`config.mk`:
```
export PLATFORM = sky130hd
export DESIGN_NAME = exc_entry
export DESIGN_NICKNAME = d
export VERILOG_FILES = /design/src/rtl/exc_pkg.sv /design/src/rtl/exc_prio.sv /design/src/rtl/exc_seq.sv /design/src/rtl/exc_entry.sv
export SDC_FILE = /design/constraint.sdc
export NUM_CORES = 1
export LEC_CHECK = 0
export ABC_AREA = 1
export BUFFER_PORTS_ARGS = -buffer_cell sky130_fd_sc_hd__buf_2
export CAP_MARGIN = 20
export CORE_MARGIN = 1.5
export CORE_UTILIZATION = 40
export CTS_CLUSTER_SIZE = 28
export DETAILED_ROUTE_END_ITERATION = 6
export PLACE_DENSITY_LB_ADDON = 0.08
export SLEW_MARGIN = 20
export SYNTH_ARGS = -nofsm -noshare
export SYNTH_HDL_FRONTEND = slang
export SYNTH_SLANG_ARGS = --single-unit
```
`constraint.sdc`:
```
create_clock -name clk -period 2.6 [get_ports clk]
set_input_delay 0.13 -clock clk [delete_from_list [all_inputs] [get_ports clk]]
set_output_delay 0.13 -clock clk [all_outputs]
set_load 0.02 [all_outputs]
```
`src/rtl/exc_pkg.sv`:
```
package exc_pkg;
   localparam int TRAP_W = 4;
   localparam int LVL_W  = 3;
   localparam int OFF_W  = 8;

   localparam logic [OFF_W-1:0] OFF_TRACE  = 8'h24;
   localparam logic [OFF_W-1:0] OFF_UNINIT = 8'h3C;
   localparam logic [OFF_W-1:0] OFF_ILLEGAL = 8'h10;
   localparam logic [OFF_W-1:0] OFF_IRQ_BASE  = 8'h60;
   localparam logic [OFF_W-1:0] OFF_TRAP_BASE = 8'h80;

   typedef enum logic [2:0] {
      ST_IDLE,
      ST_PUSH_PC,
      ST_PUSH_SR,
      ST_FETCH,
      ST_HALT
   } seq_state_e;

   // fault code is the table offset divided by four
   function automatic logic [OFF_W-1:0] fault_offset(input logic [3:0] code);
      case (code)
         4'd2, 4'd3, 4'd4, 4'd5, 4'd6, 4'd7, 4'd8, 4'd10, 4'd11, 4'd14:
            fault_offset = {2'b00, code, 2'b00};
         default: fault_offset = OFF_ILLEGAL;
      endcase
   endfunction
endpackage

```
`src/rtl/exc_prio.sv`:
```
module exc_prio
   import exc_pkg::*;
(
   input  logic              fault_valid,
   input  logic [3:0]        fault_code,
   input  logic              trap_valid,
   input  logic [TRAP_W-1:0] trap_num,
   input  logic              trace_on,
   input  logic [LVL_W-1:0]  irq_level,
   input  logic [LVL_W-1:0]  mask,
   output logic              take,
   output logic              is_irq,
   output logic [OFF_W-1:0]  off
);
   logic irq_ok;

   assign irq_ok = (irq_level != '0) &&
                   ((irq_level == {LVL_W{1'b1}}) || (irq_level > mask));

   always_comb begin
      take   = 1'b1;
      is_irq = 1'b0;
      off    = '0;
      if (fault_valid) begin
         off = fault_offset(fault_code);
      end else if (trap_valid) begin
         off = OFF_TRAP_BASE + {{(OFF_W-TRAP_W-2){1'b0}}, trap_num, 2'b00};
      end else if (trace_on) begin
         off = OFF_TRACE;
      end else if (irq_ok) begin
         is_irq = 1'b1;
         off    = OFF_IRQ_BASE + {{(OFF_W-LVL_W-2){1'b0}}, irq_level, 2'b00};
      end else begin
         take = 1'b0;
      end
   end
endmodule

```
`src/rtl/exc_seq.sv`:
```
module exc_seq
   import exc_pkg::*;
#(
   parameter int          AW          = 32,
   parameter bit          ODD_SP_HALT = 1'b1,
   parameter logic [15:0] RESET_SR    = 16'h2700
) (
   input  logic             clk,
   input  logic             rst_n,
   input  logic             insn_done,
   input  logic [AW-1:0]    ret_pc,
   input  logic             take,
   input  logic             is_irq,
   input  logic [OFF_W-1:0] off,
   input  logic [LVL_W-1:0] irq_level,
   input  logic             ctx_we,
   input  logic [15:0]      ctx_sr,
   input  logic [AW-1:0]    ctx_usp,
   input  logic [AW-1:0]    ctx_ssp,
   input  logic             vbase_we,
   input  logic [AW-1:0]    vbase_in,
   output logic             bus_req,
   output logic             bus_we,
   output logic             bus_long,
   output logic [AW-1:0]    bus_addr,
   output logic [AW-1:0]    bus_wdata,
   input  logic             bus_ack,
   input  logic             bus_err,
   input  logic [AW-1:0]    bus_rdata,
   output logic             busy,
   output logic [AW-1:0]    handler_pc,
   output logic             handler_valid,
   output logic             halted,
   output logic [15:0]      sr_out,
   output logic [AW-1:0]    sp_out
);
   seq_state_e       st_q;
   logic [15:0]      sr_q, sr_saved_q;
   logic [AW-1:0]    usp_q, ssp_q, vbase_q, pc_q, hpc_q;
   logic [OFF_W-1:0] off_q;
   logic             retry_q, hval_q, sp_bad;

   generate
      if (ODD_SP_HALT) begin : g_odd_chk
         assign sp_bad = ssp_q[0];
      end else begin : g_no_odd_chk
         assign sp_bad = 1'b0;
      end
   endgenerate

   always_comb begin
      bus_req   = (st_q == ST_PUSH_PC) || (st_q == ST_PUSH_SR) || (st_q == ST_FETCH);
      bus_we    = (st_q == ST_PUSH_PC) || (st_q == ST_PUSH_SR);
      bus_long  = (st_q != ST_PUSH_SR);
      bus_addr  = '0;
      bus_wdata = '0;
      case (st_q)
         ST_PUSH_PC: begin
            bus_addr  = ssp_q - AW'(4);
            bus_wdata = pc_q;
         end
         ST_PUSH_SR: begin
            bus_addr  = ssp_q - AW'(2);
            bus_wdata = {{(AW-16){1'b0}}, sr_saved_q};
         end
         ST_FETCH: bus_addr = vbase_q + {{(AW-OFF_W){1'b0}}, off_q};
         default: ;
      endcase
   end

   always_ff @(posedge clk or negedge rst_n) begin
      if (!rst_n) begin
         st_q       <= ST_IDLE;
         sr_q       <= RESET_SR;
         sr_saved_q <= '0;
         usp_q      <= '0;
         ssp_q      <= '0;
         vbase_q    <= '0;
         pc_q       <= '0;
         hpc_q      <= '0;
         off_q      <= '0;
         retry_q    <= 1'b0;
         hval_q     <= 1'b0;
      end else begin
         hval_q <= 1'b0;
         case (st_q)
            ST_IDLE: begin
               if (vbase_we) vbase_q <= vbase_in;
               if (insn_done && take) begin
                  sr_saved_q <= sr_q;
                  pc_q       <= ret_pc;
                  off_q      <= off;
                  retry_q    <= 1'b0;
                  sr_q[13]   <= 1'b1;
                  sr_q[15]   <= 1'b0;
                  if (is_irq) sr_q[10:8] <= irq_level;
                  st_q <= sp_bad ? ST_HALT : ST_PUSH_PC;
               end else if (ctx_we) begin
                  sr_q  <= ctx_sr;
                  usp_q <= ctx_usp;
                  ssp_q <= ctx_ssp;
               end
            end
            ST_PUSH_PC: if (bus_ack) begin
               if (bus_err) st_q <= ST_HALT;
               else begin
                  ssp_q <= ssp_q - AW'(4);
                  st_q  <= ST_PUSH_SR;
               end
            end
            ST_PUSH_SR: if (bus_ack) begin
               if (bus_err) st_q <= ST_HALT;
               else begin
                  ssp_q <= ssp_q - AW'(2);
                  st_q  <= ST_FETCH;
               end
            end
            ST_FETCH: if (bus_ack) begin
               if (bus_err) st_q <= ST_HALT;
               else if (bus_rdata == '0) begin
                  if (retry_q) st_q <= ST_HALT;
                  else begin
                     retry_q <= 1'b1;
                     off_q   <= OFF_UNINIT;
                  end
               end else begin
                  hpc_q  <= bus_rdata;
                  hval_q <= 1'b1;
                  st_q   <= ST_IDLE;
               end
            end
            default: st_q <= ST_HALT;
         endcase
      end
   end

   assign busy          = (st_q != ST_IDLE);
   assign halted        = (st_q == ST_HALT);
   assign handler_pc    = hpc_q;
   assign handler_valid = hval_q;
   assign sr_out        = sr_q;
   assign sp_out        = sr_q[13] ? ssp_q : usp_q;


   halt_sticky_chk: assert property (@(posedge clk) disable iff (!rst_n)
      halted |=> halted);

   halt_bus_quiet_chk: assert property (@(posedge clk) disable iff (!rst_n)
      halted |-> !bus_req);

   hval_pulse_chk: assert property (@(posedge clk) disable iff (!rst_n)
      handler_valid |=> !handler_valid);

   entry_start_chk: assert property (@(posedge clk) disable iff (!rst_n)
      $rose(busy) |-> $past(insn_done));

   bus_super_chk: assert property (@(posedge clk) disable iff (!rst_n)
      bus_req |-> sr_out[13]);

   sr_push_order_chk: assert property (@(posedge clk) disable iff (!rst_n)
      (bus_req && bus_we && !bus_long) |-> $past(bus_req && bus_we && bus_long));
endmodule

```
`src/rtl/exc_entry.sv`:
```
module exc_entry
   import exc_pkg::*;
#(
   parameter int          AW          = 32,
   parameter bit          ODD_SP_HALT = 1'b1,
   parameter logic [15:0] RESET_SR    = 16'h2700
) (
   input  logic          clk,
   input  logic          rst_n,
   input  logic          insn_done,
   input  logic [AW-1:0] ret_pc,
   input  logic          fault_valid,
   input  logic [3:0]    fault_code,
   input  logic          trap_valid,
   input  logic [3:0]    trap_num,
   input  logic [2:0]    irq_level,
   input  logic          ctx_we,
   input  logic [15:0]   ctx_sr,
   input  logic [AW-1:0] ctx_usp,
   input  logic [AW-1:0] ctx_ssp,
   input  logic          vbase_we,
   input  logic [AW-1:0] vbase_in,
   output logic          bus_req,
   output logic          bus_we,
   output logic          bus_long,
   output logic [AW-1:0] bus_addr,
   output logic [AW-1:0] bus_wdata,
   input  logic          bus_ack,
   input  logic          bus_err,
   input  logic [AW-1:0] bus_rdata,
   output logic          busy,
   output logic [AW-1:0] handler_pc,
   output logic          handler_valid,
   output logic          halted,
   output logic [15:0]   sr_out,
   output logic [AW-1:0] sp_out
);
   initial begin
      if (AW < 16 || AW > 64) $fatal(1, "exc_entry: AW must lie in 16..64");
      if (TRAP_W + 2 >= OFF_W || LVL_W + 2 >= OFF_W)
         $fatal(1, "exc_entry: offset field too narrow");
   end

   logic             take, is_irq;
   logic [OFF_W-1:0] off;

   exc_prio u_prio (
      .fault_valid (fault_valid),
      .fault_code  (fault_code),
      .trap_valid  (trap_valid),
      .trap_num    (trap_num),
      .trace_on    (sr_out[15]),
      .irq_level   (irq_level),
      .mask        (sr_out[10:8]),
      .take        (take),
      .is_irq      (is_irq),
      .off         (off)
   );

   exc_seq #(.AW(AW), .ODD_SP_HALT(ODD_SP_HALT), .RESET_SR(RESET_SR)) u_seq (
      .clk           (clk),
      .rst_n         (rst_n),
      .insn_done     (insn_done),
      .ret_pc        (ret_pc),
      .take          (take),
      .is_irq        (is_irq),
      .off           (off),
      .irq_level     (irq_level),
      .ctx_we        (ctx_we),
      .ctx_sr        (ctx_sr),
      .ctx_usp       (ctx_usp),
      .ctx_ssp       (ctx_ssp),
      .vbase_we      (vbase_we),
      .vbase_in      (vbase_in),
      .bus_req       (bus_req),
      .bus_we        (bus_we),
      .bus_long      (bus_long),
      .bus_addr      (bus_addr),
      .bus_wdata     (bus_wdata),
      .bus_ack       (bus_ack),
      .bus_err       (bus_err),
      .bus_rdata     (bus_rdata),
      .busy          (busy),
      .handler_pc    (handler_pc),
      .handler_valid (handler_valid),
      .halted        (halted),
      .sr_out        (sr_out),
      .sp_out        (sp_out)
   );
endmodule

```
==> impl_metrics.toml <==
[synth]
synth_top_family_by_area = "simple AND/OR/NAND/NOR gates"
syn_nets = 1923
yosys-top-cells-area = "dfrtp_1 41%, nand2_1 17%, nand3_1 5.8%, inv_1 5.6%, o21ai_0 5.1%"
ys_seq_area_share_pct = 42.3
syn_inst = 1714
yosysTopAreaCell = "dfrtp_1"
yosys.area_share.xor_xnor_pct = 0.0729
synthSimpleGateAreaFrac_pct = 32.3
synth_compound_area_share_pct = 13.1
synth_fa_ha_area_share_pct = 1.42
ys_warn_count = 0
ys_seq_elements = 203
synth-edff-count = 0
synthMuxAreaShare_pct = 1.59
yosysTopAreaCellShare_pct = 41.5
synth_area_um2 = 12000
ys_types = 48
async_flop_share_pct = 100
ys.flop_type = "dfrtp_1"
avgSynthCellArea_um2 = 7.01

[place]
io_buffers = 345
dpl_cell_area_um2 = 14100
dpl.hpwl_um = 30100
routabilityCongestion = 0.914
place_inst = 2407
post-place-ws_ps = 212

[cts]
cts.path.max_buffers = 3
cts_buffers = 24
clk_pin_slew_ps = 60
clock-sinks = 203
cts-root-buf = "clkbuf_16"
htree_num_levels = 1
clock_latency_ps = 530
tritoncts = "yes"

[worst_setup_path]
worstPathRequired_ps = 2470
critPathKind = "flop to primary output"
worst_setup_path_start_kind = "flop"
path_cells = "ha_2 > fa_2 > nand3_2 > nand2_2 > nand2_2 > nand2_4 > inv_6 > nor2_4 > nand2_2 > nand3_2 > nand3_2 > buf_4"
cp_max_fo = 5
worstSetupEndpointType = "primary output"
cp.arrival_ps = 2400
cp_slowest_cell = "dfrtp_1"
critPathMaxStageDelay_ps = 380

[global_routing]
grt_max_degree = 75
antenna_found_initial = 1
grt_first_pass_wirelength_um = 66300
grt_usage_pct = 27.0
grt-ovfl-total = 0
first_global_vias = 12600

[pwr]
total_power_uw = 7000
powerDensity_nw_per_um2 = 401
ir_worst_vdd_mv = 0.345
leakage_uw = 0.00910

[sta]
tns_ps = 0
layout_setup_ws_ps = 74.5
tightest_slew_ps = 628
fmax_ghz = 0.396
fin_worst_skew_ps = 18.1
drv_slew = 0
finalCriticalPeriod_ps = 2530
min_period_over_period_pct = 97.1
timing.slew.headroom_pct = 58.1
hold_viol = 0
rsz0062_at_grt = "yes"
setup_viol = 0

[routing]
drc = 0
wl_um = 42600
viasPerCell = 4.98
ant_nets = 0
drtPass1Iterations = 5
first_iter_violations = 962
route.vias.total = 13200
routedWlPerCell_um = 16.1

[status]
status = "completed"

[cells_and_area]
drive_gt1_share_pct = 26.2
fin_cells = 2650
fill_cells = 2778
nets = 2458
area_growth_pct = 45.3
final_cell_area_um2 = 17500

[min_path]
hold_path.class = "input port to flop"

[die]
boundaryPins = 346
fp.dieH_um = 176
coreArea_um2 = 29600
dieArea_um2 = 31100
start_util_pct = 40.6
rows = 63
die_x_um = 176

[flow_run]
drv_cap = 0
==> placed cells by master, fill, tap and decap left out, types with 6 or more instances in the layout <==
cell type / synthesis / final
nor3_1: 10 / 9
o22ai_1: 7 / 7
buf_2: 30 / 329
nor2_1: 159 / 138
buf_4: 6 / 41
a21oi_1: 61 / 60
nor2_2: 7 / 19
clkbuf_16: 0 / 24
inv_1: 180 / 176
nand2_1: 549 / 528
nand2_2: 3 / 19
nand4_1: 26 / 26
dfrtp_1: 199 / 184
dfrtp_2: 0 / 15
nand3_2: 3 / 16
inv_2: 13 / 14
nor2_4: 7 / 16
buf_6: 6 / 16
dlygate4sd3_1: 0 / 185
mux2_2: 17 / 17
buf_12: 0 / 8
nand3_1: 140 / 125
o21ai_1: 87 / 92
o21bai_1: 6 / 6
o21ai_0: 122 / 113
==> kinds of logic after synthesis <==
family          count (synthesis)
flops                         203
xor+xnor                        1
mux                            17
simple gates                  917
buf+inv                       265
fa+ha+maj                      13
compound gates                298
==> metrics by stage <==
| step | utilization [%] | hold slack (ps) |
|---|---|---|
| 2_1_floorplan | - | -166 |
| 6_report | 59.0 | 21.2 |
| 3_5_place_dp | 47.8 | 185 |
| 4_1_cts | 57.7 | 1.60 |
| 5_1_grt | 59.0 | 27.3 |
| 3_3_place_gp | 47.8 | 190 |
==> power breakdown <==
part / switching, uW / leakage (uW) / total [uW] / internal [uW]
sequential: 4.01 / 0.00229 / 3170 / 3160
clock: 1340 / 0.000363 / 3270 / 1920
combinational: 231 / 0.00645 / 564 / 333
total: 1580 / 0.00910 / 7000 / 5420
==> path summary, 6_finish.rpt <==
path	start	endpoint	slack, ps	cells past startpoint
max	u_seq.off_q[2]	bus_addr[14]	70	12
min in group asynchronous	rst_n	u_seq.pc_q[26]	160	2
min	fault_code[1]	u_seq.off_q[3]	20	5
max in group asynchronous	rst_n	u_seq.sr_out[9]	1710	3
max reg2reg	u_seq.sr_out[10]	u_seq.sr_out[10]	170	14
min reg2reg	u_seq.handler_pc[16]	u_seq.handler_pc[16]	470	2
==> routing by layer <==
layer  GRT usage [%]  routed length, um
met4            8.51               1210
met1            37.7              19500
met3            3.68               2860
met5               0                  0
met2            43.2              19000
==> synth_stat cells, types with 2 or more instances <==
cell type  number
a21oi_1        61
a31o_2          5
buf_1           2
buf_2          30
buf_4           6
buf_6           6
clkbuf_1       27
dfrtp_1       199
dfstp_2         4
ha_1           12
inv_1         180
inv_2          13
mux2_2         17
nand2_1       549
nand2_2         3
nand3_1       140
nand3_2         3
nand4_1        26
nor2_1        159
nor2_2          7
nor2_4          7
nor3_1         10
nor3b_1         3
o211ai_1        2
o21ai_0       122
o21ai_1        87
o21bai_1        6
o22ai_1         7
or2_2           2
==> layout make-up <==
class                           count  area, um2  area share, %
Tap cell                          390        488           2.80
Inverter                          194        742           4.25
Clock inverter                      8        104          0.595
Antenna cell                        1       2.50         0.0143
Timing Repair Buffer              580       4160           23.8
Multi-Input combinational cell   1246       6220           35.6
Clock buffer                       28        636           3.64
Sequential cell                   203       5100           29.2
==> state kept, by name, summed over array words and instances (netlist names) <==
name and cells:
u_seq.off_q 6, u_seq.vbase_q 32, u_seq.pc_q 32, u_seq.sr_out 16, u_seq.usp_q 32, u_seq.sr_saved_q 16, u_seq.ssp_q 32, u_seq.st_q 3
u_seq.handler_valid 1, u_seq.retry_q 1, u_seq.handler_pc 32
==> critical path: cells and delay by family, from the launching register on <==
| family | cells | cell delay (ps) |
|---|---|---|
| simple gates | 8 | 690 |
| buf+inv | 2 | 220 |
| flops | 1 | 380 |
| fa+ha+maj | 2 | 560 |
==> repair_timing <==
action                                  4_1_cts  5_1_grt
endpoints found under the setup margin       25       35
setup buffers                                13        8
hold endpoints to repair                    239        0
gates resized for setup                      62       98
pin swaps                                    15       22
hold buffers                                185        0
Power figures use the tool's default switching activity.
